--- src/rtl/baud_pkg.sv ---
package baud_pkg;
  localparam int unsigned CD_W     = 16;
  localparam int unsigned PRE_DIV  = 8;
  localparam int unsigned OVS_DIV  = 16;
  localparam int unsigned SYNC_LEN = 2;

  typedef enum logic [1:0] {
    SRC_SYS  = 2'b00,
    SRC_SYS8 = 2'b01,
    SRC_EXT0 = 2'b10,
    SRC_EXT1 = 2'b11
  } src_sel_e;
endpackage

--- src/rtl/baud_src_sel.sv ---
module baud_src_sel #(
  parameter int unsigned PRE_DIV  = baud_pkg::PRE_DIV,
  parameter int unsigned SYNC_LEN = baud_pkg::SYNC_LEN
) (
  input  logic       clk,
  input  logic       rst,
  input  logic       restart,
  input  logic [1:0] clk_sel,
  input  logic       ext_clk,
  output logic       src_tick,
  output logic       ext_rise
);
  localparam int unsigned PW = (PRE_DIV > 1) ? $clog2(PRE_DIV) : 1;

  logic [PW-1:0]     pre_cnt;
  logic              pre_tick;
  logic [SYNC_LEN:0] ext_sh;

  assign pre_tick = (pre_cnt == PW'(PRE_DIV - 1));

  always_ff @(posedge clk) begin
    if (rst || restart || pre_tick) pre_cnt <= '0;
    else                            pre_cnt <= pre_cnt + 1'b1;
  end

  always_ff @(posedge clk) begin
    if (rst) ext_sh <= '0;
    else     ext_sh <= {ext_sh[SYNC_LEN-1:0], ext_clk};
  end

  assign ext_rise = ext_sh[SYNC_LEN-1] & ~ext_sh[SYNC_LEN];

  always_comb begin
    if (clk_sel[1])      src_tick = ext_rise;
    else if (clk_sel[0]) src_tick = pre_tick;
    else                 src_tick = 1'b1;
  end
endmodule

--- src/rtl/baud_cd_div.sv ---
module baud_cd_div #(
  parameter int unsigned CD_W = baud_pkg::CD_W
) (
  input  logic            clk,
  input  logic            rst,
  input  logic            restart,
  input  logic            in_tick,
  input  logic [CD_W-1:0] cd,
  output logic            out_tick
);
  logic [CD_W-1:0] cnt;
  logic            cd_big;
  logic            wrap;

  assign cd_big = (cd > CD_W'(1));
  assign wrap   = in_tick && (cnt >= cd - 1'b1);

  always_ff @(posedge clk) begin
    if (rst || restart || !cd_big) cnt <= '0;
    else if (wrap)                 cnt <= '0;
    else if (in_tick)              cnt <= cnt + 1'b1;
  end

  always_comb begin
    if (cd == CD_W'(1)) out_tick = in_tick;
    else if (cd_big)    out_tick = wrap;
    else                out_tick = 1'b0;
  end


  zero_cd_chk: assert property (@(posedge clk) disable iff (rst)
    (cd == '0) |-> !out_tick);
endmodule

--- src/rtl/baud_div16.sv ---
module baud_div16 #(
  parameter int unsigned OVS_DIV = baud_pkg::OVS_DIV
) (
  input  logic clk,
  input  logic rst,
  input  logic restart,
  input  logic bypass,
  input  logic in_tick,
  output logic out_tick
);
  localparam int unsigned OW = $clog2(OVS_DIV);

  logic [OW-1:0] cnt;
  logic          last;

  assign last = (cnt == OW'(OVS_DIV - 1));

  always_ff @(posedge clk) begin
    if (rst || restart || bypass) cnt <= '0;
    else if (in_tick)             cnt <= last ? '0 : cnt + 1'b1;
  end

  assign out_tick = bypass ? in_tick : (in_tick && last);
endmodule

--- src/rtl/baud_gen.sv ---
module baud_gen #(
  parameter int unsigned CD_W     = baud_pkg::CD_W,
  parameter int unsigned PRE_DIV  = baud_pkg::PRE_DIV,
  parameter int unsigned OVS_DIV  = baud_pkg::OVS_DIV,
  parameter int unsigned SYNC_LEN = baud_pkg::SYNC_LEN
) (
  input  logic            clk,
  input  logic            rst,
  input  logic            sync_mode,
  input  logic [1:0]      clk_sel,
  input  logic [CD_W-1:0] divisor,
  input  logic            cfg_wr,
  input  logic            ext_clk,
  output logic            baud_tick,
  output logic            baud_lvl
);
  logic src_tick, ext_rise, cd_tick, ovs_tick, stage_tick, ext_bypass;

  assign ext_bypass = sync_mode && clk_sel[1];

  baud_src_sel #(.PRE_DIV(PRE_DIV), .SYNC_LEN(SYNC_LEN)) i_src (
    .clk(clk), .rst(rst), .restart(cfg_wr), .clk_sel(clk_sel),
    .ext_clk(ext_clk), .src_tick(src_tick), .ext_rise(ext_rise));

  baud_cd_div #(.CD_W(CD_W)) i_cd (
    .clk(clk), .rst(rst), .restart(cfg_wr), .in_tick(src_tick),
    .cd(divisor), .out_tick(cd_tick));

  baud_div16 #(.OVS_DIV(OVS_DIV)) i_ovs (
    .clk(clk), .rst(rst), .restart(cfg_wr), .bypass(sync_mode),
    .in_tick(cd_tick), .out_tick(ovs_tick));

  assign stage_tick = ext_bypass ? ext_rise : ovs_tick;

  always_ff @(posedge clk) begin
    if (rst) begin
      baud_tick <= 1'b0;
      baud_lvl  <= 1'b0;
    end else if (cfg_wr) begin
      baud_tick <= 1'b0;
    end else begin
      baud_tick <= stage_tick;
      baud_lvl  <= baud_lvl ^ stage_tick;
    end
  end


  wr_restart_chk: assert property (@(posedge clk) disable iff (rst)
    cfg_wr |=> !baud_tick);


  lvl_toggle_chk: assert property (@(posedge clk) disable iff (rst)
    baud_tick == (baud_lvl != $past(baud_lvl)));


  async_gap_chk: assert property (@(posedge clk) disable iff (rst)
    (baud_tick && !sync_mode) |=> !baud_tick);


  no_tick_zero_chk: assert property (@(posedge clk) disable iff (rst)
    (divisor == '0 && !ext_bypass) |=> !baud_tick);
endmodule

--- config.mk ---
export PLATFORM = sky130hd
export DESIGN_NAME = baud_gen
export DESIGN_NICKNAME = d
export VERILOG_FILES = /design/src/rtl/baud_pkg.sv /design/src/rtl/baud_src_sel.sv /design/src/rtl/baud_cd_div.sv /design/src/rtl/baud_div16.sv /design/src/rtl/baud_gen.sv
export SDC_FILE = /design/constraint.sdc
export NUM_CORES = 1
export LEC_CHECK = 0
export ABC_CLOCK_PERIOD_IN_PS = 3400
export BUFFER_PORTS_ARGS = -buffer_cell sky130_fd_sc_hd__buf_2
export CELL_PAD_IN_SITES_DETAIL_PLACEMENT = 1
export CELL_PAD_IN_SITES_GLOBAL_PLACEMENT = 1
export CORE_MARGIN = 2
export CORE_UTILIZATION = 33
export CTS_CLUSTER_SIZE = 25
export DETAILED_ROUTE_END_ITERATION = 8
export PLACE_DENSITY = 0.69
export REMOVE_ABC_BUFFERS = 1
export SKIP_LAST_GASP = 1
export SYNTH_ARGS = -nofsm -noshare
export SYNTH_HDL_FRONTEND = slang
export SYNTH_SLANG_ARGS = --single-unit
--- constraint.sdc ---
create_clock -name clk -period 3.4 [get_ports clk]
set_input_delay 0.17 -clock clk [delete_from_list [all_inputs] [get_ports clk]]
set_output_delay 0.17 -clock clk [all_outputs]
set_load 0.02 [all_outputs]
==> impl_metrics.yaml <==
run_status:
  status: "complete, no violations"
clock_tree:
  htreeDepth: 1
  numCtsBuffers: 3
  cts_tree: "built"
  clk_latency_ns: 0.28
  path_clk_slew_ns: 0.10
  clock_tree.buffer_depth: 2
  cts.sink_count: 28
  cts_root_buffer: "clkbuf_8"
  hold_buffers: 0
power:
  p_leak_nw: 0.9214
  p_per_area_nw_per_um2: 305.7
  ir_worst_vdd_v: 0.0002123
  total_power_mw: 0.6813
worst_setup_path:
  cp_cell_sequence: "buf_2 > or4_1 > nor3_2 > nand2_1 > or3_1 > xor2_1 > ha_1 > and4_1 > nand2_1 > o32ai_1 > buf_4 > o211ai_1 > a21oi_1 > mux2_1"
  rrSetupSlack_ns: 0.78
  end_kind: "flop"
  slowest_stage: "or4_1"
  critPathLaunchType: "primary input"
  worst_ep_arrival_time_ns: 3.27
  criticalPathCategory: "primary input to flop"
  cp_num_buf_inv: 2
  cp.required_ns: 3.57
  crit_path_frequent_cell: "nand2_1"
  slowest_delay_ns: 0.56
  worst-path-max-fanout: 4
  crit_family: "simple AND/OR/NAND/NOR gates"
floorplanning:
  core_um2: 5540
  die_x_um: 80.07
  dieArea_um2: 6410
  initial_core_util: 0.3446
  fp.dieH_um: 80.07
  io_pins: 25
  row_count: 27
yosys:
  yosysSeqAreaShare: 0.2936
  synthDistinctLibCells: 44
  synth_area_um2: 1909
  postSynthCellCount: 223
  synth_seq_cells: 28
  synth_area_per_cell_um2: 8.562
  yosysWarnings: 0
place:
  portBuffers: 24
  dp_hpwl_mm: 3.762
  placed_area_um2: 2152
  dp.cells: 322
  preCtsSetupSlack_ns: -0.08590
  place_congestion: 0.8039
final_layout:
  diodes: 0
  fin_util: 0.4022
  syn2layout_area_growth_pct: 16.71
  final_cells: 326
  layout-drive-gt1-share: 0.1614
  final_cell_area_um2: 2228
  final_nets: 300
  fillCellCount: 696
global_route:
  antenna_found_initial: 0
  gr-total-overflow: 0
  grt_pass1_wl_mm: 7.845
  grtUsageTotal: 0.1539
  grt_max_degree: 17
  first_global_vias: 1693
route:
  ant_nets: 0
  viasPerCell: 5.104
  wl_per_cell_um: 14.01
  drc: 0
  num_vias: 1664
  dr.pass1.iters: 4
  drt_first_iter_violations: 38
  wl_mm: 4.568
timing:
  finalCritPeriodShare: 0.9115
  fin_ws_ns: 0.3008
  rsz0062_at_grt: "false"
  skew_ns: 0.008978
  worst_pin_slew_ns: 0.6222
  slew_headroom: 0.5745
  hold_viol: 0
  hold-worst-slack_ns: 0.08788
  slew_viol_final: 0
  tns_ns: 0
  final-setup-viol-count: 0
  max_freq_mhz: 322.7
  period_minus_slack_ns: 3.099
min_path:
  hold_class: "primary input to flop"
job:
  drv_cap: 0
## logic make-up (layout without fill, tap and decap cells)
| family | count (synthesis) | in the layout | synth area share |
|---|---|---|---|
| XOR/XNOR | 29 | 29 | 0.1330 |
| adder cells (fa/ha/maj) | 22 | 22 | 0.1442 |
| AO/OA/AOI/OAI | 35 | 35 | 0.1232 |
| flip-flops | 28 | 28 | 0.2936 |
| multiplexers | 3 | 3 | 0.01638 |
| AND/OR/NAND/NOR | 92 | 92 | 0.2615 |
| buffers and inverters | 14 | 45 | 0.02818 |
## metal layers
| metal | part of all wire | global-route usage | vias up |
|---|---|---|---|
| met1 | 0.50 | 0.2111 | 794 |
| li1 | - | - | 851 |
| met5 | 0 | 0 | - |
| met2 | 0.47 | 0.2500 | 16 |
| met4 | 0.0018 | 0.02712 | 0 |
| met3 | 0.028 | 0.03371 | 3 |
## sequential cells by signal, summed over array words and instances (netlist names)
name	cells
i_cd.cnt	16
i_ovs.cnt	4
i_src.ext_sh	3
i_src.pre_cnt	3
baud_lvl	1
baud_tick	1
## cells in the final DEF, fill, tap and decap left out, drive strengths merged, types with 3 or more instances in the layout
cell    instances
a211oi          3
a21oi          10
and2            4
and3            6
buf            30
clkbuf          3
dfxtp          28
ha             22
inv            11
nand2          11
nand3          14
nor2           26
nor2b           5
nor3            8
nor4            3
o211ai          3
o21a            3
o21ai           6
or3             3
or4             3
xnor2          13
xor2           16
## synthesized netlist by cell type
cell type	n	share of area
a2111oi_0	1	0.0046
a211o_1	2	0.0092
a211oi_1	3	0.012
a21o_1	2	0.0079
a21oi_1	10	0.026
a31oi_1	2	0.0066
and2_1	3	0.0098
and2_4	1	0.0046
and3_1	5	0.016
and3_4	1	0.0059
and3b_1	1	0.0046
and4_1	2	0.0092
buf_2	1	0.0026
clkbuf_1	2	0.0039
dfxtp_1	28	0.29
ha_1	22	0.14
inv_1	11	0.022
mux2_1	1	0.0059
mux2i_1	2	0.010
nand2_1	11	0.022
nand2b_1	2	0.0066
nand3_1	13	0.034
nand3_2	1	0.0052
nand4_1	2	0.0066
nand4b_1	1	0.0046
nor2_1	26	0.051
nor2b_1	5	0.016
nor3_1	7	0.018
nor3_4	1	0.0085
nor4_1	3	0.0098
o2111a_1	1	0.0059
o2111ai_1	1	0.0046
o211ai_1	2	0.0079
o211ai_2	1	0.0066
o21a_1	3	0.012
o21ai_0	1	0.0026
o21ai_1	5	0.013
o32ai_1	1	0.0046
or3_1	3	0.0098
or3b_1	1	0.0046
or4_1	2	0.0079
or4_4	1	0.0059
xnor2_1	13	0.060
xor2_1	16	0.073
## power breakdown
part / leakage, nW / total (mW) / internal, mW / switching [mW]
clock: 0.0357 / 0.266 / 0.158 / 0.109
sequential: 0.226 / 0.333 / 0.331 / 0.00197
combinational: 0.659 / 0.0815 / 0.0341 / 0.0474
total: 0.921 / 0.681 / 0.523 / 0.158
## final timing paths
check | start | endpoint | cells past startpoint
setup / recovery | divisor[5] | baud_lvl$_SDFFE_PP0N_ | 14
hold / removal | ext_clk | i_src.ext_sh[0]$_SDFF_PP0_ | 2
setup reg to reg | i_cd.cnt[0]$_SDFFE_PP0N_ | i_ovs.cnt[3]$_SDFFE_PP0P_ | 9
hold reg to reg | i_src.pre_cnt[0]$_SDFF_PP0_ | i_src.pre_cnt[0]$_SDFF_PP0_ | 1
## final cells by class
| type | count | area [um2] | share of cell area |
|---|---|---|---|
| Inverter | 11 | 41.29 | 0.01853 |
| Clock buffer | 3 | 41.29 | 0.01853 |
| Multi-Input combinational cell | 181 | 1300 | 0.5834 |
| Clock inverter | 1 | 30.03 | 0.01348 |
| Tap cell | 72 | 90.09 | 0.04043 |
| Sequential cell | 28 | 560.5 | 0.2515 |
| Timing Repair Buffer | 30 | 165.2 | 0.07412 |
## worst reg2reg max path: cells and delay by family (launching register included)
kind / cells / cell delay (ns)
flops: 1 / 0.41
simple gates: 1 / 0.13
buf+inv: 2 / 0.23
fa+ha+maj: 1 / 0.26
compound gates: 5 / 1.51
## timing repair
action | CTS | global route
setup buffers | 0 | 0
setup endpoints to repair | 0 | 1
gates resized for setup | 0 | 1
(Power assumes the default switching activity.)
